--- src/rtl/spi_byte_pkg.sv ---
package spi_byte_pkg;

    localparam int ADDR_W = 3;

    localparam logic [ADDR_W-1:0] OFF_MODE = 3'd0;
    localparam logic [ADDR_W-1:0] OFF_RXD  = 3'd1;
    localparam logic [ADDR_W-1:0] OFF_TXD  = 3'd2;
    localparam logic [ADDR_W-1:0] OFF_CTRL = 3'd3;
    localparam logic [ADDR_W-1:0] OFF_STAT = 3'd4;
    localparam logic [ADDR_W-1:0] OFF_DIV  = 3'd6;

    localparam int MODE_W = 5;
    localparam int GO_BIT = 0;

    // Field order sets the bit positions: early=4 .. loop=0
    typedef struct packed {
        logic early;   // sample on leading edge
        logic en;      // port enable
        logic lsb;     // LSB first
        logic cidle;   // clock idles high
        logic loop;    // internal loopback
    } mode_t;

endpackage

--- src/rtl/spi_byte_clkgen.sv ---
module spi_byte_clkgen #(
    parameter int DIV_W    = 8,
    parameter int RATE_DIV = 4
) (
    input  logic             clk,
    input  logic             rst_n,
    input  logic             run,
    input  logic [DIV_W-1:0] div,
    output logic             tick
);
    localparam int HALF_MUL = RATE_DIV / 2;
    localparam int CNT_W    = DIV_W + $clog2(RATE_DIV);

    logic [CNT_W-1:0] cnt_d, cnt_q;
    logic [CNT_W-1:0] half_m1;

    assign half_m1 = CNT_W'(HALF_MUL) * (CNT_W'(div) + CNT_W'(1)) - CNT_W'(1);
    assign tick    = run && (cnt_q == half_m1);

    always_comb begin
        cnt_d = cnt_q;
        if (!run || tick) begin
            cnt_d = '0;
        end else begin
            cnt_d = cnt_q + CNT_W'(1);
        end
    end

    always_ff @(posedge clk or negedge rst_n) begin
        if (!rst_n) begin
            cnt_q <= '0;
        end else begin
            cnt_q <= cnt_d;
        end
    end

endmodule

--- src/rtl/spi_byte_shifter.sv ---
module spi_byte_shifter #(
    parameter int DATA_W = 8
) (
    input  logic              clk,
    input  logic              rst_n,
    input  logic              start,
    input  logic              abort,
    input  logic              tick,
    input  logic              early,
    input  logic              lsb,
    input  logic [DATA_W-1:0] tx_byte,
    input  logic              rx_in,
    output logic              busy,
    output logic              phase,
    output logic              mosi,
    output logic              done,
    output logic [DATA_W-1:0] rx_byte
);
    localparam int EDGES  = 2 * DATA_W;
    localparam int EDGE_W = $clog2(EDGES + 1);
    localparam int IDX_W  = $clog2(DATA_W);

    typedef struct packed {
        logic              busy;
        logic              phase;
        logic              mosi;
        logic [EDGE_W-1:0] edges;
        logic [DATA_W-1:0] tx;
        logic [DATA_W-1:0] rx;
    } sh_t;

    sh_t s_d, s_q;

    logic [DATA_W-1:0] tx_rev;
    logic [DATA_W-1:0] tx_sel;
    logic [EDGE_W-1:0] e_nx;
    logic [IDX_W-1:0]  pos;
    logic [IDX_W-1:0]  rpos;
    logic              leading;
    logic              first_bit;

    for (genvar i = 0; i < DATA_W; i++) begin : g_rev
        assign tx_rev[i] = s_q.tx[DATA_W-1-i];
    end

    assign tx_sel    = lsb ? s_q.tx : tx_rev;
    assign e_nx      = s_q.edges + EDGE_W'(1);
    assign pos       = IDX_W'((e_nx - EDGE_W'(1)) >> 1);
    assign rpos      = lsb ? pos : (IDX_W'(DATA_W - 1) - pos);
    assign leading   = e_nx[0];
    assign first_bit = lsb ? tx_byte[0] : tx_byte[DATA_W-1];

    always_comb begin
        s_d  = s_q;
        done = 1'b0;
        if (abort) begin
            s_d.busy  = 1'b0;
            s_d.phase = 1'b0;
            s_d.mosi  = 1'b0;
            s_d.edges = '0;
        end else if (start && !s_q.busy) begin
            s_d.busy  = 1'b1;
            s_d.phase = 1'b0;
            s_d.edges = '0;
            s_d.tx    = tx_byte;
            s_d.mosi  = first_bit;
        end else if (s_q.busy && tick) begin
            s_d.edges = e_nx;
            s_d.phase = ~s_q.phase;
            if (leading == early) begin
                s_d.rx[rpos] = rx_in;
            end
            if (!early && leading) begin
                s_d.mosi = tx_sel[pos];
            end
            if (early && !leading && (e_nx != EDGE_W'(EDGES))) begin
                s_d.mosi = tx_sel[pos + IDX_W'(1)];
            end
            if (e_nx == EDGE_W'(EDGES)) begin
                s_d.busy  = 1'b0;
                s_d.edges = '0;
                done      = 1'b1;
            end
        end
    end

    always_ff @(posedge clk or negedge rst_n) begin
        if (!rst_n) begin
            s_q <= '0;
        end else begin
            s_q <= s_d;
        end
    end

    assign busy    = s_q.busy;
    assign phase   = s_q.phase;
    assign mosi    = s_q.mosi;
    assign rx_byte = s_q.rx;

endmodule

--- src/rtl/spi_byte_master.sv ---
module spi_byte_master
    import spi_byte_pkg::*;
#(
    parameter int DATA_W   = 8,
    parameter int DIV_W    = 8,
    parameter int RATE_DIV = 4
) (
    input  logic              clk,
    input  logic              rst_n,
    input  logic [ADDR_W-1:0] bus_addr,
    input  logic              bus_wr,
    input  logic              bus_rd,
    input  logic [DATA_W-1:0] bus_wdata,
    output logic [DATA_W-1:0] bus_rdata,
    output logic              irq,
    output logic              sclk,
    output logic              mosi,
    input  logic              miso
);
    typedef struct packed {
        mode_t             mode;
        logic [DATA_W-1:0] txd;
        logic [DIV_W-1:0]  div;
        logic              rbr;
    } regs_t;

    regs_t regs_d, regs_q;

    logic              sh_busy;
    logic              sh_phase;
    logic              sh_mosi;
    logic              sh_done;
    logic [DATA_W-1:0] sh_rx;
    logic              tick;
    logic              start;
    logic              abort;
    logic              rx_in;
    logic              en_q;
    logic              cidle_q;

    assign en_q    = regs_q.mode.en;
    assign cidle_q = regs_q.mode.cidle;

    always_comb begin
        regs_d = regs_q;
        start  = 1'b0;
        if (bus_wr) begin
            case (bus_addr)
                OFF_MODE: regs_d.mode = mode_t'(bus_wdata[MODE_W-1:0]);
                OFF_TXD:  regs_d.txd  = bus_wdata;
                OFF_DIV:  regs_d.div  = bus_wdata[DIV_W-1:0];
                OFF_CTRL: start = bus_wdata[GO_BIT] && regs_q.mode.en && !sh_busy;
                default:  ;
            endcase
        end
        if (bus_rd && (bus_addr == OFF_RXD)) begin
            regs_d.rbr = 1'b0;
        end
        if (sh_done) begin
            regs_d.rbr = 1'b1;
        end
    end

    assign abort = !regs_d.mode.en;

    always_ff @(posedge clk or negedge rst_n) begin
        if (!rst_n) begin
            regs_q <= '0;
        end else begin
            regs_q <= regs_d;
        end
    end

    always_comb begin
        bus_rdata = '0;
        case (bus_addr)
            OFF_MODE: bus_rdata = DATA_W'(regs_q.mode);
            OFF_RXD:  bus_rdata = sh_rx;
            OFF_TXD:  bus_rdata = regs_q.txd;
            OFF_STAT: bus_rdata = DATA_W'({sh_busy, regs_q.rbr});
            OFF_DIV:  bus_rdata = DATA_W'(regs_q.div);
            default:  bus_rdata = '0;
        endcase
    end

    assign rx_in = regs_q.mode.loop ? sh_mosi : miso;

    spi_byte_clkgen #(
        .DIV_W    (DIV_W),
        .RATE_DIV (RATE_DIV)
    ) u_clkgen (
        .clk  (clk),
        .rst_n(rst_n),
        .run  (sh_busy),
        .div  (regs_q.div),
        .tick (tick)
    );

    spi_byte_shifter #(
        .DATA_W(DATA_W)
    ) u_shifter (
        .clk    (clk),
        .rst_n  (rst_n),
        .start  (start),
        .abort  (abort),
        .tick   (tick),
        .early  (regs_q.mode.early),
        .lsb    (regs_q.mode.lsb),
        .tx_byte(regs_q.txd),
        .rx_in  (rx_in),
        .busy   (sh_busy),
        .phase  (sh_phase),
        .mosi   (sh_mosi),
        .done   (sh_done),
        .rx_byte(sh_rx)
    );

    assign sclk = cidle_q ^ sh_phase;
    assign mosi = sh_mosi;
    assign irq  = regs_q.rbr && en_q;

endmodule

--- config.mk ---
export PLATFORM = sky130hd
export DESIGN_NAME = spi_byte_master
export DESIGN_NICKNAME = d
export VERILOG_FILES = /design/src/rtl/spi_byte_pkg.sv /design/src/rtl/spi_byte_clkgen.sv /design/src/rtl/spi_byte_shifter.sv /design/src/rtl/spi_byte_master.sv
export SDC_FILE = /design/constraint.sdc
export NUM_CORES = 1
export LEC_CHECK = 0
export ABC_AREA = 1
export ABC_CLOCK_PERIOD_IN_PS = 4750
export BUFFER_PORTS_ARGS = -buffer_cell sky130_fd_sc_hd__buf_2
export CORE_MARGIN = 10
export CORE_UTILIZATION = 45
export DETAILED_ROUTE_END_ITERATION = 8
export SYNTH_ARGS = -nofsm -noshare
export SYNTH_HDL_FRONTEND = slang
export SYNTH_HIERARCHICAL = 1
export SYNTH_SLANG_ARGS = --single-unit
export TNS_END_PERCENT = 50
--- constraint.sdc ---
create_clock -name clk -period 4.75 [get_ports clk]
set_clock_uncertainty 0.1 [all_clocks]
set_input_delay 0.7125 -clock clk [delete_from_list [all_inputs] [get_ports clk]]
set_output_delay 0.7125 -clock clk [all_outputs]
set_load 0.03 [all_outputs]
Word level (Yosys, flattened, before mapping):

Cells that the tools add are included.

* add/subtract/negate cells: 7
* magnitude comparators: 4
* equal/unequal tests: 12
* multiplexer cells: 32
* bitwise logic cells: 3
* reduce and logical (&&, ||, !) cells: 24

Operators by type and width (number)
* two-way mux 8 bit: 6
* case mux 8 bit (5 select lines): 1
* two-way mux 20 bit: 1
* two-way mux 1 bit: 16
* less-than comparator 3 x 4 -> 1 bit, second input constant: 3
* AND reduction 2 bit: 6
* logical AND 1 bit: 11
* adder 10 x 1 -> 10 bit, second input constant: 1
* equality test 10 bit: 1
* two-way mux 10 bit: 1
* subtractor 10 x 1 -> 10 bit, second input constant: 1
* adder 8 x 1 -> 9 bit, second input constant: 1
* bitwise mux 8 bit: 1
* binary-select mux 1 bit (select 3 bit): 2
* equality test 3 x 2 -> 1 bit, second input constant: 2
* equality test 3 bit, second input constant: 2
* inequality test 3 x 1 -> 1 bit, second input constant: 2
* adder 5 x 1 -> 5 bit, second input constant: 1
* equality test 5 bit, second input constant: 1
* two-way mux 5 bit: 1
* inequality test 5 bit, second input constant: 1
* two-way mux 4 bit: 1
* inequality test 4 x 1 -> 1 bit, second input constant: 1
* AND reduction 4 bit: 1
* other kinds (14): 17

* flip-flop bits (word level): 56
* input port bits: 16

Longest topological paths before layout:

Gate-level depths: netlist (run 1).

* depth in word-level cells: 9
* mapped depth: 20
* gate-level depth less buffers: 20

Cells and area by module:

The synthesis (run 1) kept the hierarchy.

By module, submodules not included
* spi_byte_shifter: instances 1, cells an instance 232, area an instance 1654.1 sq um
* spi_byte_master: instances 1, cells an instance 150, area an instance 1252.5 sq um
* spi_byte_clkgen: instances 1, cells an instance 177, area an instance 1061.0 sq um

Worst setup path after synthesis (run 1):

Ideal clock, no wire load.

* kind: reg-to-reg
* start point: reg regs_q[1]
* end point: reg u_shifter.s_q, in the netlist u_shifter/rx_byte[6]
* arrival time: 2364 ps
* path slack: 2156 ps
* stages on the path, launching flop included: 18
* buffers on the path: 0
* period minus slack after synthesis: 2594 ps
* cells stage by stage: dfrtp_1 ha_1 nor2_1 nand2_1 nor2_2 nand3_1 nand3_1 nand2_1 nor2_1 nand2_1 nor3_1 nand2_1 nor2_1 inv_1 nor2_4 nand3_1 nand2_1 o21ai_0

* longest elaborated chain between the ends: 6

Ends and longest elaborated chain
* from (decl): RTL line spi_byte_master.sv:27 `regs_t regs_d, regs_q;`
* from (signal assigned): RTL line spi_byte_master.sv:70 `regs_q <= regs_d;`
* adder 8 x 1 -> 9 bit: RTL line spi_byte_clkgen.sv:17 `assign half_m1 = CNT_W'(HALF_MUL) * (CNT_W'(div) + CNT_W'(1)) - CNT_W'(1);`
* subtractor 10 x 1 -> 10 bit: RTL line spi_byte_clkgen.sv:17
* equality test 10 bit: RTL line spi_byte_clkgen.sv:18 `assign tick = run && (cnt_q == half_m1);`
* logical AND 1 bit: RTL line spi_byte_clkgen.sv:18
* net tick: RTL line spi_byte_master.sv:34 `logic tick;`
* logical AND 1 bit: RTL line spi_byte_shifter.sv:67 `end else if (s_q.busy && tick) begin`
* AND reduction 4 bit (no line)
* to (signal assigned): RTL line spi_byte_shifter.sv:89 `s_q <= '0;`
* to (signal assigned): RTL line spi_byte_shifter.sv:91 `s_q <= s_d;`
* to (decl): RTL line spi_byte_shifter.sv:32 `sh_t s_d, s_q;`

The timed path passes the listed nets, and every way through them passes these cells.
A chain may end at the register's enable or synchronous reset.

Worst setup path in the final report (run 1):

Ends and elaborated chain as after synthesis.

==> results of run 1 <==
==> layout make-up <==
| class | count | area (um^2) |
|---|---|---|
| Clock buffer | 6 | 82.6 |
| Clock inverter | 2 | 13.8 |
| Fill cell | 916 | 4440 |
| Inverter | 68 | 258 |
| Multi-Input combinational cell | 417 | 2170 |
| Sequential cell | 56 | 1400 |
| Tap cell | 108 | 135 |
| Timing Repair Buffer | 27 | 138 |
==> placed cells by master (no fill, tap or decap), types with 3 or more instances in the layout <==
cell | netlist | routed
a21oi_1 | 8 | 8
ha_1 | 6 | 6
xnor2_1 | 3 | 3
clkbuf_8 | 0 | 6
nor2_1 | 35 | 35
nor2_4 | 7 | 7
o21ai_0 | 18 | 18
dfrtp_1 | 56 | 56
xor2_1 | 9 | 9
o211ai_1 | 3 | 3
nand2_2 | 13 | 13
nand2_1 | 194 | 194
o21ai_2 | 8 | 8
o22ai_1 | 3 | 3
nand2_4 | 5 | 5
nand4_1 | 16 | 16
nor2_2 | 7 | 7
mux2_2 | 6 | 6
nand3b_1 | 3 | 3
inv_2 | 6 | 6
nand3_1 | 54 | 54
buf_2 | 3 | 26
inv_1 | 60 | 60
o21ai_1 | 6 | 6
==> cells by family (layout without fill, tap and decap cells) <==
group / count (synthesis) / count (layout)
and+or+nand+nor: 342 / 342
buffers and inverters: 86 / 103
DFF: 56 / 56
AOI/OAI and AO/OA: 50 / 50
xor gates and xnor gates: 13 / 13
adders and majority gates: 6 / 6
muxes: 6 / 6
==> state kept, by name (all words and copies together), names as in the netlist <==
name	count
u_shifter/rx_byte	8
en_q	1
u_shifter/busy	1
cidle_q	1
regs_q	20
u_clkgen/cnt_q	10
u_shifter/s_q	13
u_shifter/phase	1
u_shifter/mosi	1
==> per-layer routing <==
layer | GRT usage (%) | wire length, um
met5 | 0 | 0
met1 | 21.9 | 4780
met4 | 3.43 | 70
met2 | 22.1 | 4180
met3 | 2.68 | 469
==> power groups by stage <==
stage / clock (W) / sequential (W) / combinational (W)
floorplan: 0 / 0.000599 / 0.000295
global placement: 0 / 0.000618 / 0.000377
detailed placement: 0 / 0.000621 / 0.000382
CTS: 0.000294 / 0.000611 / 0.000384
global route: 0.000314 / 0.000621 / 0.000436
finish: 0.000284 / 0.000610 / 0.000378
==> metrics by stage <==
step	hold slack (ps)	cells	util, %	power (W)
floorplan	317	559	-	0.000893
global placement	383	676	47.5	0.000995
detailed placement	387	676	47.5	0.00100
CTS	418	684	48.6	0.00129
global route	445	684	48.6	0.00137
finish	413	684	48.6	0.00127
==> worst paths after layout <==
| kind | end | slack [ps] | from |
|---|---|---|---|
| min in group asynchronous | u_shifter/s_q[18] | 430 | rst_n |
| worst max-delay path | u_shifter/rx_byte[6] | 1760 | regs_q[1] |
| worst min register to register | u_shifter/rx_byte[5] | 410 | u_shifter/rx_byte[5] |
| max in group asynchronous | regs_q[19] | 3650 | rst_n |
| worst max register to register | u_shifter/rx_byte[6] | 1760 | regs_q[1] |
| worst min-delay path | u_shifter/rx_byte[5] | 410 | u_shifter/rx_byte[5] |
==> tightest hold or removal path, delay by kind of cell (launching register included) <==
family | cells | cell delay [ps]
flip-flops | 1 | 360
AO/OA/AOI/OAI | 1 | 60
AND/OR/NAND/NOR | 1 | 50
==> out/qor.csv, run 1 <==
stage,metric,value,unit
outcome,status,"complete, no violations",
cts,cts.sinks,56,
worst_hold_path,whs_path_depth,2,
synthesis,ys_ff_latch,56,
floorplan,die_w,114,um
worst_setup_path,crit_buf_inv,1,
synthesis,avgSynthCellArea,7.10,um^2
synthesis,synth_top_area_share,35.3,%
sta,fin_ws,1760,ps
synthesis,synth_adder_area_share,1.89,%
worst_setup_path,start_kind,flip-flop,
sta,finalCriticalPeriod,2990,ps
final_layout,syn2layout_area_growth,5.80,%
placement,place_area,0.00410,mm^2
cts,clk_latency,310,ps
detailed_routing,first_iter_violations,176,
worst_setup_path,crit_top_cell,nand2_1,
cts,cts_tree,built,
sta,setup_violations,0,
final_layout,antennaDiodeCount,0,
floorplan,die_y,114,um
synthesis,synth_cell_types,38,
placement,dp_hpwl,7490,um
floorplan,start_util,45.9,%
floorplan,core-area,0.00864,mm^2
cts,cts.path.max_buffers,2,
sta,worst_slew_margin_rel,52.1,%
synthesis,ys.warnings.count,6,
synthesis,synth_edf_count,0,
detailed_routing,drt_pass1_iterations,4,
power,p_leak,2.10,nW
sta,finalHoldViolations,0,
synthesis,synth_compound_area_share,7.69,%
synthesis,syn_area,0.00397,mm^2
synthesis,synthTopCellsByArea,"dfrtp_1 35%, nand2_1 18%, nand3_1 6.8%",
synthesis,synthSimpleGateAreaFrac,40.3,%
detailed_routing,wirelength,9500,um
global_routing,grt_pass1_vias,3192,
cts,cts-root-buf,clkbuf_8,
detailed_routing,drc,0,
power,seq_power_share,48.0,%
power,p_sw_share,38.3,%
worst_setup_path,required,4840,ps
detailed_routing,dr_total_vias,3448,
synthesis,synth_top_family_by_area,simple AND/OR/NAND/NOR gates,
synthesis,async_flop_share,100,%
floorplan,fp-row-count,34,
cts,cts_resized,0,
synthesis,synth_seq_area_share,35.3,%
worst_setup_path,path_class,flip-flop to flip-flop,
power,powerDensity,303,mW/mm^2
worst_setup_path,cpPeakStageDelay,480,ps
final_layout,final_layout_size_suffix_gt1_share,16.5,%
synthesis,synth_nets,581,
synthesis,synth_flop_cell,dfrtp_1,
global_routing,grtUsageTotal,14.9,%
final_layout,fin_nets,597,
global_routing,grt_max_degree,57,
cts,hold_buffers,0,
detailed_routing,ant_nets,0,
cts,cts_max_level,2,
global_routing,antenna_found_initial,0,
sta,timing.final.crit_share,62.9,%
worst_setup_path,cp-end-kind,flip-flop,
synthesis,synth.most_common_cell,nand2_1,
placement,port_buffers,26,
power,vdd_drop_max,0.000174,V
cts,post_cts_buffers,0,
worst_setup_path,slowest_stage,dfrtp_1,
flow_run,maxCapViolations,0,
sta,max_clock_freq,0.335,GHz
global_routing,grt_pass1_wl,16000,um
worst_setup_path,path_delay_family,simple AND/OR/NAND/NOR gates,
placement,pre_cts_slack,1750,ps
power,intPower,0.000785,W
worst_hold_path,hold_class,flip-flop to flip-flop,
worst_setup_path,crit_fanout,8,
worst_setup_path,critPathArrivalTime,3080,ps
floorplan,io_pins,27,
power,pwr-share-comb,29.7,%
detailed_routing,wl_per_cell,13.9,um
sta,rsz0062_at_grt,false,
worst_setup_path,cp_num_cells,17,
cts,clk_pin_slew_worst_paths,110,ps
sta,finalMaxSlewViolations,0,
worst_setup_path,r2r_cells,17,
worst_setup_path,cp_cell_sequence,ha_1 -> nor2_1 -> nand2_1 -> nor2_2 -> nand3_1 -> nand3_1 -> nand2_1 -> nor2_1 -> nand2_1 -> nor3_1 -> nand2_1 -> nor2_1 -> inv_1 -> nor2_4 -> nand3_1 -> nand2_1 -> o21ai_0,
power,p_switching,0.000487,W
synthesis,synth_xor_area_share,3.06,%
power,pwr-share-clk,22.3,%
synthesis,syn_inst,559,
placement,place_congestion,0.829,
final_layout,final_area,0.00420,mm^2
sta,tns,0,ps
sta,worstMarginPinSlew,718,ps
floorplan,dieArea,0.0130,mm^2
synthesis,synth_top_cell_by_area,dfrtp_1,
cts,cts-buffers-inserted,5,
global_routing,gr-total-overflow,0,
detailed_routing,drt-vias-per-instance,5.04,
synthesis,ys_top_cells_by_count,"194 x nand2_1, 60 x inv_1, 56 x dfrtp_1, 54 x nand3_1, 35 x nor2_1",
synthesis,synthMuxAreaShare,1.70,%
No activity file was read; power rests on OpenSTA's default activity.
==> run 2, diff against run 1 <==
ABC_AREA = 0   (was 1)
ABC_CLOCK_PERIOD_IN_PS = 2840   (was 4750)
clock period = 2.84 ns   (was 4.75 ns; I/O delays follow)
==> run 2 against run 1 <==
Effect of this change:
- the flow now finishes with violations (negative setup slack)
- core utilization up 6.0 points
- first-iteration DRC count down 27%
- sequential power up 64%
- via count down 4.0%
- flip-flop and latch count unchanged
- maximum frequency down 6.9%
- non-clock buffer count up 56
- area after synthesis down 0.28%
- clock power up 65%
- power up 84%
- worst setup slack worse by 2100 ps
- largest cell class unchanged
==> out/qor.csv, run 2 <==
stage,metric,value,unit
final_layout,syn2layout_area_growth,19.3,%
sta,finalMaxSlewViolations,0,
final_layout,antennaDiodeCount,0,
global_routing,grt_pass1_wl,17000,um
sta,max_clock_freq,0.312,GHz
sta,timing.final.crit_share,113,%
synthesis,synth_compound_area_share,17.6,%
worst_setup_path,r2r_cells,12,
detailed_routing,wirelength,10300,um
synthesis,synth_seq_area_share,35.4,%
synthesis,synthSimpleGateAreaFrac,16.9,%
floorplan,fp-row-count,34,
power,p_leak,2.05,nW
sta,rsz0062_at_grt,true,
global_routing,gr-total-overflow,0,
placement,dp_hpwl,7790,um
final_layout,final_common_cell,dfrtp_1,
sta,tns,-3150,ps
global_routing,antenna_found_initial,0,
worst_setup_path,timing.rr.end,u_shifter/rx_byte[7],
final_layout,layout_common_cells,"55 x dfrtp_1, 54 x buf_4, 34 x nand2_1",
placement,port_buffers,26,
synthesis,synth_cell_types,71,
outcome,status,"finished, violations left",
global_routing,grtUsageTotal,16.0,%
synthesis,ys.warnings.count,6,
synthesis,synth_top_area_share,35.4,%
synthesis,synth.most_common_cell,dfrtp_1,
worst_setup_path,start_kind,flip-flop,
power,vdd_drop_max,0.000281,V
detailed_routing,wl_per_cell,18.0,um
synthesis,ys_top_cells_by_count,"56 x dfrtp_1, 35 x nand2_1, 34 x mux2_2, 25 x o21ai_0, 21 x mux2i_1",
final_layout,max_flop_register,regs_q,
synthesis,async_flop_share,100,%
detailed_routing,drc,0,
cts,cts_tree,built,
cts,cts.sinks,56,
final_layout,fin_util,54.6,%
detailed_routing,drt-vias-per-instance,5.77,
floorplan,dieArea,0.0129,mm^2
detailed_routing,drt_pass1_iterations,5,
worst_setup_path,reg2reg_slack,-370,ps
synthesis,synthTopCellsByArea,"dfrtp_1 35%, mux2_2 9.7%, mux2i_1 5.3%",
flow_run,maxCapViolations,0,
synthesis,synth_top_cell_by_area,dfrtp_1,
floorplan,die_y,114,um
synthesis,syn_area,0.00396,mm^2
worst_setup_path,path_delay_family,simple AND/OR/NAND/NOR gates,
sta,finalCriticalPeriod,3210,ps
floorplan,io_pins,27,
cts,clk_latency,320,ps
synthesis,synth_nets,424,
final_layout,largest_register_ffs,20,
synthesis,synth_adder_area_share,1.90,%
power,powerDensity,495,mW/mm^2
outcome,violations,negative setup slack,
sta,worstMarginPinSlew,626,ps
final_layout,fin_nets,487,
synthesis,synthMuxAreaShare,16.5,%
worst_setup_path,cp_cell_sequence,ha_4 -> or2_4 -> or3_4 -> a221oi_4 -> mux2_4 -> mux2i_4 -> and3_4 -> and2_4 -> nand4_1 -> buf_4 -> o22ai_2 -> a21oi_2,
worst_setup_path,required,2950,ps
final_layout,final_layout_size_suffix_gt1_share,36.3,%
cts,clk_pin_slew_worst_paths,110,ps
final_layout,fill_cells,792,
synthesis,synth_edf_count,0,
cts,cts_max_level,2,
worst_setup_path,cp-end-kind,flip-flop,
placement,place_congestion,0.847,
worst_setup_path,cpPeakStageDelay,450,ps
worst_setup_path,r2r_start,regs_q[2],
sta,setup_violations,12,
synthesis,synth_flop_cell,dfrtp_1,
synthesis,syn_inst,402,
synthesis,avgSynthCellArea,9.84,um^2
sta,worst_slew_margin_rel,58.2,%
detailed_routing,ant_nets,0,
floorplan,core-area,0.00864,mm^2
floorplan,die_w,114,um
synthesis,synth_xor_area_share,6.58,%
worst_setup_path,critPathArrivalTime,3320,ps
worst_setup_path,crit_fanout,7,
cts,cts.path.max_buffers,2,
worst_setup_path,path_class,flip-flop to flip-flop,
detailed_routing,dr_total_vias,3311,
global_routing,grt_pass1_vias,3432,
cts,hold_buffers,0,
worst_setup_path,crit_buf_inv,1,
sta,finalHoldViolations,0,
cts,cts-buffers-inserted,5,
global_routing,grt_max_degree,33,
final_layout,largestRegisters,"regs_q x20, u_shifter/s_q x13, u_clkgen/cnt_q x10",
worst_hold_path,hold_class,input pin to async pin,
sta,fin_ws,-369,ps
floorplan,start_util,45.8,%
worst_setup_path,slowest_stage,dfrtp_2,
detailed_routing,first_iter_violations,128,
placement,pre_cts_slack,-335,ps
synthesis,synth_top_family_by_area,compound AO/OA/AOI/OAI gates,
synthesis,ys_ff_latch,56,
cts,cts-root-buf,clkbuf_8,
-- run 2: cell types whose count changed after synthesis, moves of 10 or more --
cell / delta
inv_1: -54
mux2_2: +28
mux2i_1: +21
nand2_1: -159
nand2_2: -13
nand3_1: -39
nand4_1: -10
nor2_1: -19
o22ai_1: +10
xnor2_1: +12
-- run 2: logic make-up (layout without fill, tap and decap cells) --
family,count (synthesis),count (layout)
buffers and inverters,35,99
multiplexers,58,58
XOR/XNOR,28,28
flip-flops,56,56
AND/OR/NAND/NOR,120,120
adder cells (fa/ha/maj),6,6
AO/OA/AOI/OAI,99,99
-- run 2: what timing repair did --
action,4_1_cts,5_1_grt
pin swaps,5,7
gates resized for setup,6,17
endpoints found under the setup margin,15,17
setup buffers,1,5
-- run 2: final cells by class --
class                   instances  area (um^2)  share of cell area, %
multi-input cells             311         2470                   52.4
flip-flops and latches         56         1400                   29.7
repair buffers                 83          587                   12.4
well taps                     108          135                   2.86
clock buffers                   5         68.8                   1.46
inverters                       8         30.0                  0.636
clock inverters                 3         22.5                  0.477
-- run 2: where the power goes --
group          internal, W  switching [W]
combinational     0.000433       0.000434
sequential        0.000887       0.000111
clock             0.000178       0.000291
-- run 2: metal layers --
metal | wire, um | part of all wire [%] | GRT usage [%] | up-vias
met5 | 0 | 0 | 0 | -
met4 | 132 | 1.3 | 4.23 | 0
met3 | 303 | 2.9 | 2.73 | 10
met2 | 5190 | 50 | 26.9 | 59
met1 | 4730 | 46 | 20.6 | 1644
li1 | - | - | - | 1598
-- run 2: how the worst max path moves through the flow --
stage | cells after the start | end | slack [ps] | start
global placement | 13 | u_shifter/rx_byte[0] | -270 | regs_q[2]
detailed placement | 13 | u_shifter/rx_byte[4] | -330 | regs_q[2]
global route | 13 | u_shifter/rx_byte[5] | -490 | regs_q[2]
floorplan | 14 | u_shifter/rx_byte[5] | -480 | regs_q[2]
CTS | 13 | u_shifter/rx_byte[4] | -320 | regs_q[2]
finish | 12 | u_shifter/rx_byte[7] | -370 | regs_q[2]
-- run 2: worst reg2reg max path, delay by kind of cell (launching register included) --
| kind | cells | cell delay [ps] |
|---|---|---|
| compound gates | 3 | 510 |
| fa+ha+maj | 1 | 170 |
| simple gates | 5 | 1190 |
| mux | 2 | 480 |
| buf+inv | 1 | 200 |
| flops | 1 | 450 |
-- run 2: through the flow --
stage               instances  instance area, um^2  hold WS [ps]  total power, W
floorplan                 402                 4020          30.4         0.00150
global placement          560                 4510           392         0.00184
detailed placement        560                 4510           389         0.00185
CTS                       569                 4620          37.7         0.00233
global route              574                 4720          53.9         0.00247
finish                    574                 4720          9.41         0.00233
